$ cat src/rtl/alu8_pkg.sv
package alu8_pkg;
  typedef enum logic [3:0] {
    OP_ADD = 4'd0,
    OP_SUB = 4'd1,
    OP_AND = 4'd2,
    OP_IOR = 4'd3,
    OP_XOR = 4'd4,
    OP_COM = 4'd5,
    OP_INC = 4'd6,
    OP_DEC = 4'd7,
    OP_SWP = 4'd8,
    OP_RLC = 4'd9,
    OP_RRC = 4'd10
  } alu_op_e;

  // mask bit positions, decoded by the status register
  localparam int unsigned FLG_C  = 0;
  localparam int unsigned FLG_DC = 1;
  localparam int unsigned FLG_Z  = 2;
  localparam int unsigned FLG_N  = 3;

  typedef logic [FLG_N-1:0] flag_mask_t;
endpackage

$ cat src/rtl/alu8_addsub.sv
module alu8_addsub #(
  parameter int unsigned W     = 8,
  parameter int unsigned SPLIT = 4
) (
  input  logic [W-1:0] a_i,
  input  logic [W-1:0] b_i,
  input  logic         sub_i,
  output logic [W-1:0] sum_o,
  output logic         c_o,
  output logic         dc_o
);
  localparam int unsigned HW = W - SPLIT;

  logic [W-1:0]  y;
  logic [SPLIT:0] lo;
  logic [HW:0]    hi;

  // subtract = b + ~a + 1, carries become inverted borrows
  assign y  = sub_i ? ~a_i : a_i;
  assign lo = {1'b0, b_i[SPLIT-1:0]} + {1'b0, y[SPLIT-1:0]} + {{SPLIT{1'b0}}, sub_i};
  assign hi = {1'b0, b_i[W-1:SPLIT]} + {1'b0, y[W-1:SPLIT]} + {{HW{1'b0}}, lo[SPLIT]};

  assign sum_o = {hi[HW-1:0], lo[SPLIT-1:0]};
  assign c_o   = hi[HW];
  assign dc_o  = lo[SPLIT];
endmodule

$ cat src/rtl/alu8_logic.sv
module alu8_logic
  import alu8_pkg::*;
#(
  parameter int unsigned W = 8
) (
  input  alu_op_e      op_i,
  input  logic [W-1:0] a_i,
  input  logic [W-1:0] b_i,
  output logic [W-1:0] res_o
);
  localparam int unsigned H = W / 2;

  always_comb begin
    unique case (op_i)
      OP_AND:  res_o = a_i & b_i;
      OP_IOR:  res_o = a_i | b_i;
      OP_XOR:  res_o = a_i ^ b_i;
      OP_COM:  res_o = ~b_i;
      OP_INC:  res_o = b_i + W'(1);
      OP_DEC:  res_o = b_i - W'(1);
      OP_SWP:  res_o = {b_i[H-1:0], b_i[W-1:H]};
      default: res_o = '0;
    endcase
  end
endmodule

$ cat src/rtl/alu8_rot.sv
module alu8_rot #(
  parameter int unsigned W = 8
) (
  input  logic         left_i,
  input  logic [W-1:0] b_i,
  input  logic         c_i,
  output logic [W-1:0] res_o,
  output logic         c_o
);
  always_comb begin
    if (left_i) begin
      res_o = {b_i[W-2:0], c_i};
      c_o   = b_i[W-1];
    end else begin
      res_o = {c_i, b_i[W-1:1]};
      c_o   = b_i[0];
    end
  end
endmodule

$ cat src/rtl/alu8_flags.sv
module alu8_flags
  import alu8_pkg::*;
#(
  parameter int unsigned W = 8
) (
  input  alu_op_e      op_i,
  input  logic [W-1:0] res_i,
  input  logic         c_raw_i,
  input  logic         dc_raw_i,
  output flag_mask_t   we_o,
  output logic         z_o,
  output logic         dc_o,
  output logic         c_o
);
  always_comb begin
    we_o = '0;
    unique case (op_i)
      OP_ADD, OP_SUB:                 we_o = 3'b111;
      OP_AND, OP_IOR, OP_XOR,
      OP_COM, OP_INC, OP_DEC:         we_o = 3'b100;
      OP_RLC, OP_RRC:                 we_o = 3'b001;
      default:                        we_o = '0;
    endcase
  end

  // unaffected flags are held low
  assign z_o  = we_o[FLG_Z]  & ~(|res_i);
  assign dc_o = we_o[FLG_DC] & dc_raw_i;
  assign c_o  = we_o[FLG_C]  & c_raw_i;
endmodule

$ cat src/rtl/alu8_core.sv
module alu8_core
  import alu8_pkg::*;
#(
  parameter int unsigned W     = 8,
  parameter int unsigned SPLIT = W / 2
) (
  input  logic [3:0]       op_i,
  input  logic [W-1:0]     a_i,
  input  logic [W-1:0]     b_i,
  input  logic             c_i,
  output logic [W-1:0]     res_o,
  output logic             z_o,
  output logic             dc_o,
  output logic             c_o,
  output logic [FLG_N-1:0] flag_we_o
);
  alu_op_e    op;
  logic [W-1:0] sum, lres, rres;
  logic       sum_c, sum_dc, rot_c;
  logic       is_arith, is_rot;
  logic       c_raw;
  flag_mask_t we;

  assign op       = alu_op_e'(op_i);
  assign is_arith = (op == OP_ADD) || (op == OP_SUB);
  assign is_rot   = (op == OP_RLC) || (op == OP_RRC);

  alu8_addsub #(.W(W), .SPLIT(SPLIT)) u_addsub (
    .a_i   (a_i),
    .b_i   (b_i),
    .sub_i (op == OP_SUB),
    .sum_o (sum),
    .c_o   (sum_c),
    .dc_o  (sum_dc)
  );

  alu8_logic #(.W(W)) u_logic (
    .op_i  (op),
    .a_i   (a_i),
    .b_i   (b_i),
    .res_o (lres)
  );

  alu8_rot #(.W(W)) u_rot (
    .left_i (op == OP_RLC),
    .b_i    (b_i),
    .c_i    (c_i),
    .res_o  (rres),
    .c_o    (rot_c)
  );

  always_comb begin
    if (is_arith)    res_o = sum;
    else if (is_rot) res_o = rres;
    else             res_o = lres;
  end

  assign c_raw = is_rot ? rot_c : sum_c;

  alu8_flags #(.W(W)) u_flags (
    .op_i     (op),
    .res_i    (res_o),
    .c_raw_i  (c_raw),
    .dc_raw_i (sum_dc),
    .we_o     (we),
    .z_o      (z_o),
    .dc_o     (dc_o),
    .c_o      (c_o)
  );

  assign flag_we_o = we;
endmodule

$ cat config.mk
export PLATFORM = sky130hd
export DESIGN_NAME = alu8_core
export DESIGN_NICKNAME = d
export VERILOG_FILES = /design/src/rtl/alu8_pkg.sv /design/src/rtl/alu8_addsub.sv /design/src/rtl/alu8_logic.sv /design/src/rtl/alu8_rot.sv /design/src/rtl/alu8_flags.sv /design/src/rtl/alu8_core.sv
export SDC_FILE = /design/constraint.sdc
export NUM_CORES = 1
export LEC_CHECK = 0
export BUFFER_PORTS_ARGS = -buffer_cell sky130_fd_sc_hd__buf_2
export CAP_MARGIN = 10
export CORE_UTILIZATION = 50
export DETAILED_ROUTE_END_ITERATION = 8
export PLACE_DENSITY = 0.73
export SYNTH_ARGS = -nofsm -noshare
export SYNTH_HDL_FRONTEND = slang
export SYNTH_SLANG_ARGS = --single-unit
$ cat constraint.sdc
create_clock -name vclk -period 6.7
set_clock_uncertainty 0.15 [all_clocks]
set_input_delay 1.675 -clock vclk [all_inputs]
set_output_delay 1.675 -clock vclk [all_outputs]
set_load 0.01 [all_outputs]
# Word level (Yosys, flattened, before mapping)

Memory sizes are Yosys's and may differ from the RTL's.
Cells that the tools add are included.

Output and inout port bits: 14
Input bits: 21
Logic and storage cells: 37
Memory bits (read-only): 48
Memories: 1
Register bits: 0

Bitwise gates (word level): 9
$add $sub $neg: 6
Muxes and demuxes: 7
Reduce and logical (&&, ||, !) cells: 4
Equality and inequality tests: 10

Memories:

| name             | words | width | read ports | clocked after memory_dff | write ports | line             | RTL |
|---|---|---|---|---|---|---|---|
| (name not given) | 16    | 3     | 1          | 0                        | 0           | alu8_flags.sv:17 | `unique case (op_i)` |

Operators by type and width:

| operator                                                           | number |
|---|---|
| 8-bit one-hot mux with 7 select lines                              | 1 |
| 8-bit 2-to-1 mux                                                   | 4 |
| 4-bit by 3-bit == test with 1-bit output, second input constant    | 4 |
| 8-bit inverter                                                     | 2 |
| 4-bit == test, second input constant                               | 3 |
| 4-bit by 4-bit adder with 5-bit output                             | 2 |
| 5-bit by 1-bit adder with 5-bit output                             | 2 |
| 8-bit by 1-bit adder with 8-bit output, second input constant      | 1 |
| 8-bit AND                                                          | 1 |
| 4-bit by 2-bit == test with 1-bit output, second input constant    | 2 |
| 8-bit bitwise OR                                                   | 1 |
| 8-bit OR reduction                                                 | 1 |
| 8-bit by 1-bit subtractor with 8-bit output, second input constant | 1 |
| 8-bit bitwise XOR                                                  | 1 |
| 4-bit by 1-bit == test with 1-bit output, second input constant    | 1 |
| 4-bit logical NOT                                                  | 1 |
| 1-bit AND                                                          | 3 |
| 1-bit logical OR                                                   | 2 |
| 1-bit 2-to-1 mux                                                   | 2 |
| 1-bit inverter                                                     | 1 |

# Logic depth before layout (Yosys ltp)

Depth in word-level cells: 9
Depth in mapped cells: 18
Gate-level depth less buffers: 17

# Hierarchy

Synthesis repeated with hierarchy kept, for this count alone.

Cell total of the unflattened synthesis: 249
Area total of the unflattened synthesis: 1814.2 sq um

By module, submodules not included:

| module      | area each (sq um) | seq. area each (sq um) | cells an instance | instances |
|---|---|---|---|---|
| alu8_logic  | 940.9             | 0.0                    | 138               | 1 |
| alu8_addsub | 392.9             | 0.0                    | 45                | 1 |
| alu8_core   | 254.0             | 0.0                    | 44                | 1 |
| alu8_rot    | 146.4             | 0.0                    | 10                | 1 |
| alu8_flags  | 80.1              | 0.0                    | 12                | 1 |

# Worst setup path before layout

Ideal clock, no wire load.

Path kind: input to output
Start: input port op_i[1]
End: output port z_o
Setup slack: 257 ps
Arrival time: 4618 ps
Cell stages on the path: 17
Path buffers: 1
Path through: inv_1 > ha_1 > nor3b_1 > buf_2 > xnor2_1 > inv_1 > fa_1 > inv_1 > a21o_1 > a21oi_1 > fa_1 > inv_1 > fa_1 > nor2_1 > a31o_2 > o2111ai_1 > nor4_2

Longest elaborated chain between the ends: 9
Elaborated cells between the ends (all ways): 26
Classes of those cells: 4 x add/sub; 10 x eq/ne; 5 x mux; 2 x bitwise; 4 x reduce/logical; 1 x memory

Ends and longest elaborated chain:

| what                                     | line                             | RTL |
|---|---|---|
| from (decl)                              | alu8_core.sv:7                   | `input logic [3:0] op_i,` |
| 4-bit by 1-bit == test with 1-bit output | alu8_core.sv:25, alu8_core.sv:31 |  |
| 8-bit 2-to-1 mux                         | alu8_addsub.sv:19                | `assign y = sub_i ? ~a_i : a_i;` |
| 4-bit by 4-bit adder with 5-bit output   | alu8_addsub.sv:20                | `assign lo = {1'b0, b_i[SPLIT-1:0]} + {1'b0, y[SPLIT-1:0]} + {{SPLIT{1'b0}}, sub_i};` |
| 5-bit by 1-bit adder with 5-bit output   | alu8_addsub.sv:20                |  |
| 5-bit by 1-bit adder with 5-bit output   | alu8_addsub.sv:21                | `assign hi = {1'b0, b_i[W-1:SPLIT]} + {1'b0, y[W-1:SPLIT]} + {{HW{1'b0}}, lo[SPLIT]};` |
| 8-bit 2-to-1 mux                         | alu8_core.sv:53                  | `if (is_arith) res_o = sum;` |
| 8-bit OR reduction                       | alu8_flags.sv:27                 | `assign z_o = we_o[FLG_Z] & ~(\|res_i);` |
| 1-bit inverter                           | alu8_flags.sv:27                 |  |
| 1-bit AND (*)                            | alu8_flags.sv:27                 |  |
| to (decl)                                | alu8_core.sv:12                  | `output logic z_o,` |

Every way passes the cells marked *; elsewhere a longest branch is shown, timed or not.

# Worst setup path after layout

Same ends and word-level chain as after synthesis.

==> run metrics <==
status finished clean; PD cells between 70 and 80 nW/µm²; row count 21; worst hold path type in -> out; Mean Syn Cell Area roughly 6.9 µm²; Ant. Diodes 0; Post-Synth XOR/XNOR Area between 7 and 8%; Comb power frac 100.0%; final period utilization about 97%; top layer in use met4; grt ovf 0; Slew HR 57.0%; Yosys cell types 58; crit end category output pin; GPL Wtd Cong around 1; WL met2 roughly 2500 µm; Hold Path Depth 4; initial antenna violation count 0; Internal Power 65.5 µW; Synth Area in Simple Gates 27.3%; met3 WL post-DR about 600 µm; Syn Nets 311; Final Hold Fails 0; DRT met1 WL roughly 2500 µm; sequential power share 0%; Iteration-0 DRC Markers roughly 180; Post-Syn Instances 260; # IOs 35; WP buf/inv 7; cts-stage hold buffer count 0; critical-path cell list buf_2, inv_2, ha_4, nor3b_4, buf_6, xnor2_2, inv_2, fa_2, inv_1, a21o_1, a21oi_4, fa_2, inv_2, fa_2, nor2_1, a31o_2, o2111ai_2, nor4_2, buf_2; Max Cap Violations 0; via count ~2000; WP data required roughly 5 ns; worst IR drop on VDD 0.0000305 V; sw frac just under 60%; clock power share 0%; CP Depth 19; DRC Markers 0; pins over their slew limit 0; CP startpoint kind input port; die height between 60 and 70 µm; Final setup viols 0; Die X around 62 µm; sequential-to-total area share from yosys stat 0%; PortBufs 35; first-pass GRT wire length roughly 8700 µm; Setup CP Type in -> out; leakage just over 1 nW; post-detailed-route wirelength per cell approximately 17 µm; Die Area between 3000 and 4000 µm²; CORE AREA about 3400 µm²; Register Area 0 µm²; Post-Syn Area between 1500 and 2000 µm²; Adder-Cell Fraction of Synth Area 22.1%; drt first pass iters 5; Starting Density 53.1%; Nets between 300 and 400; Tightest Pin Transition 0.641 ns; Critical Path Slowest Stage Cell fa_2; layout cell share with drive strength beyond 1 about 25%; switching pwr approximately 90 µW; fmax around 150 MHz; CP arrival ~4.7 ns; most frequent cells in the layout 35 x buf_2, 26 x ha_1, 25 x inv_1; commonest non-fill, non-tap cell in the layout buf_2; vias in the first global route 1740; total wire length 5690 µm; pin count of the biggest net entering global routing 29; CP top delay family adder cells; sequential cell count 0; Core Util, Final a little under two thirds; area added between synthesis and finish 19.4%; worst-path maximum fanout 2; # clk buffers 0; minimum clock period around 6.5 ns; multiplexer area fraction after synthesis under 10%; Avg Vias per Cell 6.03; Compound-Gate Fraction of Synth Area between 30% and 40%; main combinational cell family by area after synthesis compound AO/OA/AOI/OAI gates; Post-DRT Antenna Nets 0; Worst path max stage delay between 0.4 and 0.5 ns; dpl hpwl approximately 4200 µm; hold_ws 3.59 ns; warnings from Yosys 0; total track usage between 30% and 40%
## area by class of cell
class	count	area, µm²
multi-input cells	211	1660
fillers	335	1240
repair buffers	53	318
inverters	29	109
well taps	46	57.6
## power groups by stage
stage | registers (mW) | clock network, mW | logic, mW
final | 0 | 0 | 0.156
after global routing | 0 | 0 | 0.171
after CTS | 0 | 0 | 0.144
after detailed placement | 0 | 0 | 0.143
after global placement | 0 | 0 | 0.141
after floorplan | 0 | 0 | 0.0961
## per-layer routing
layer,vias to the layer above,GRT usage (%)
met5,-,0
met2,114,47.0
met1,921,45.7
met3,8,3.73
li1,1001,-
met4,0,7.62
## final timing paths
path	start	to	slack [ns]
setup / recovery	op_i[1]	z_o	0.17
hold / removal	op_i[1]	flag_we_o[1]	3.59
## cells in the mapped netlist, drive strengths merged (3+ instances only)
| cell type | instances | area [µm²] |
|---|---|---|
| a211oi | 4 | 30.0 |
| a21oi | 17 | 85.1 |
| a221oi | 3 | 32.5 |
| a22oi | 5 | 37.5 |
| a31oi | 4 | 25.0 |
| and3 | 3 | 18.8 |
| and3b | 3 | 26.3 |
| buf | 7 | 41.3 |
| clkbuf | 13 | 48.8 |
| fa | 3 | 60.1 |
| ha | 27 | 338 |
| inv | 29 | 109 |
| mux2i | 3 | 30.0 |
| nand2 | 18 | 67.6 |
| nand2b | 9 | 56.3 |
| nand3 | 5 | 25.0 |
| nand4 | 3 | 18.8 |
| nor2 | 16 | 60.1 |
| nor2b | 6 | 37.5 |
| nor3 | 4 | 20.0 |
| o211ai | 3 | 22.5 |
| o21ai | 14 | 70.1 |
| o22ai | 3 | 18.8 |
| or2 | 3 | 18.8 |
| or4 | 3 | 26.3 |
| xnor2 | 11 | 96.3 |
| xor2 | 5 | 43.8 |
## metrics by stage
| step | worst slack, ns | setup TNS (ns) | cells | power (mW) | cell area, µm² |
|---|---|---|---|---|---|
| global placement | 0.0462 | 0 | 335 | 0.141 | 2050 |
| detailed placement | -0.0449 | -0.0449 | 335 | 0.143 | 2050 |
| finish | 0.172 | 0 | 339 | 0.156 | 2150 |
| floorplan | 0.257 | 0 | 260 | 0.0961 | 1800 |
| global route | -0.0217 | -0.0217 | 339 | 0.171 | 2150 |
| CTS | 0.0202 | 0 | 336 | 0.144 | 2060 |
## tightest hold or removal path, cell delays in order
cell	delay, ns
buf_2	0.09
buf_4	0.12
nor2_1	0.04
buf_2	0.13
## what timing repair did
action	in CTS	in global routing
resized for setup	1	16
hold endpoints to repair	0	0
buffers inserted	1	4
gates cloned	0	0
endpoints found under the setup margin	1	2
pin swaps	0	11
## logic make-up after synthesis
family          Yosys count
fa+ha+maj                30
mux                       3
xor+xnor                 16
simple gates             84
compound gates           78
buf+inv                  49
Note: power is estimated with default switching activity, not from simulation.
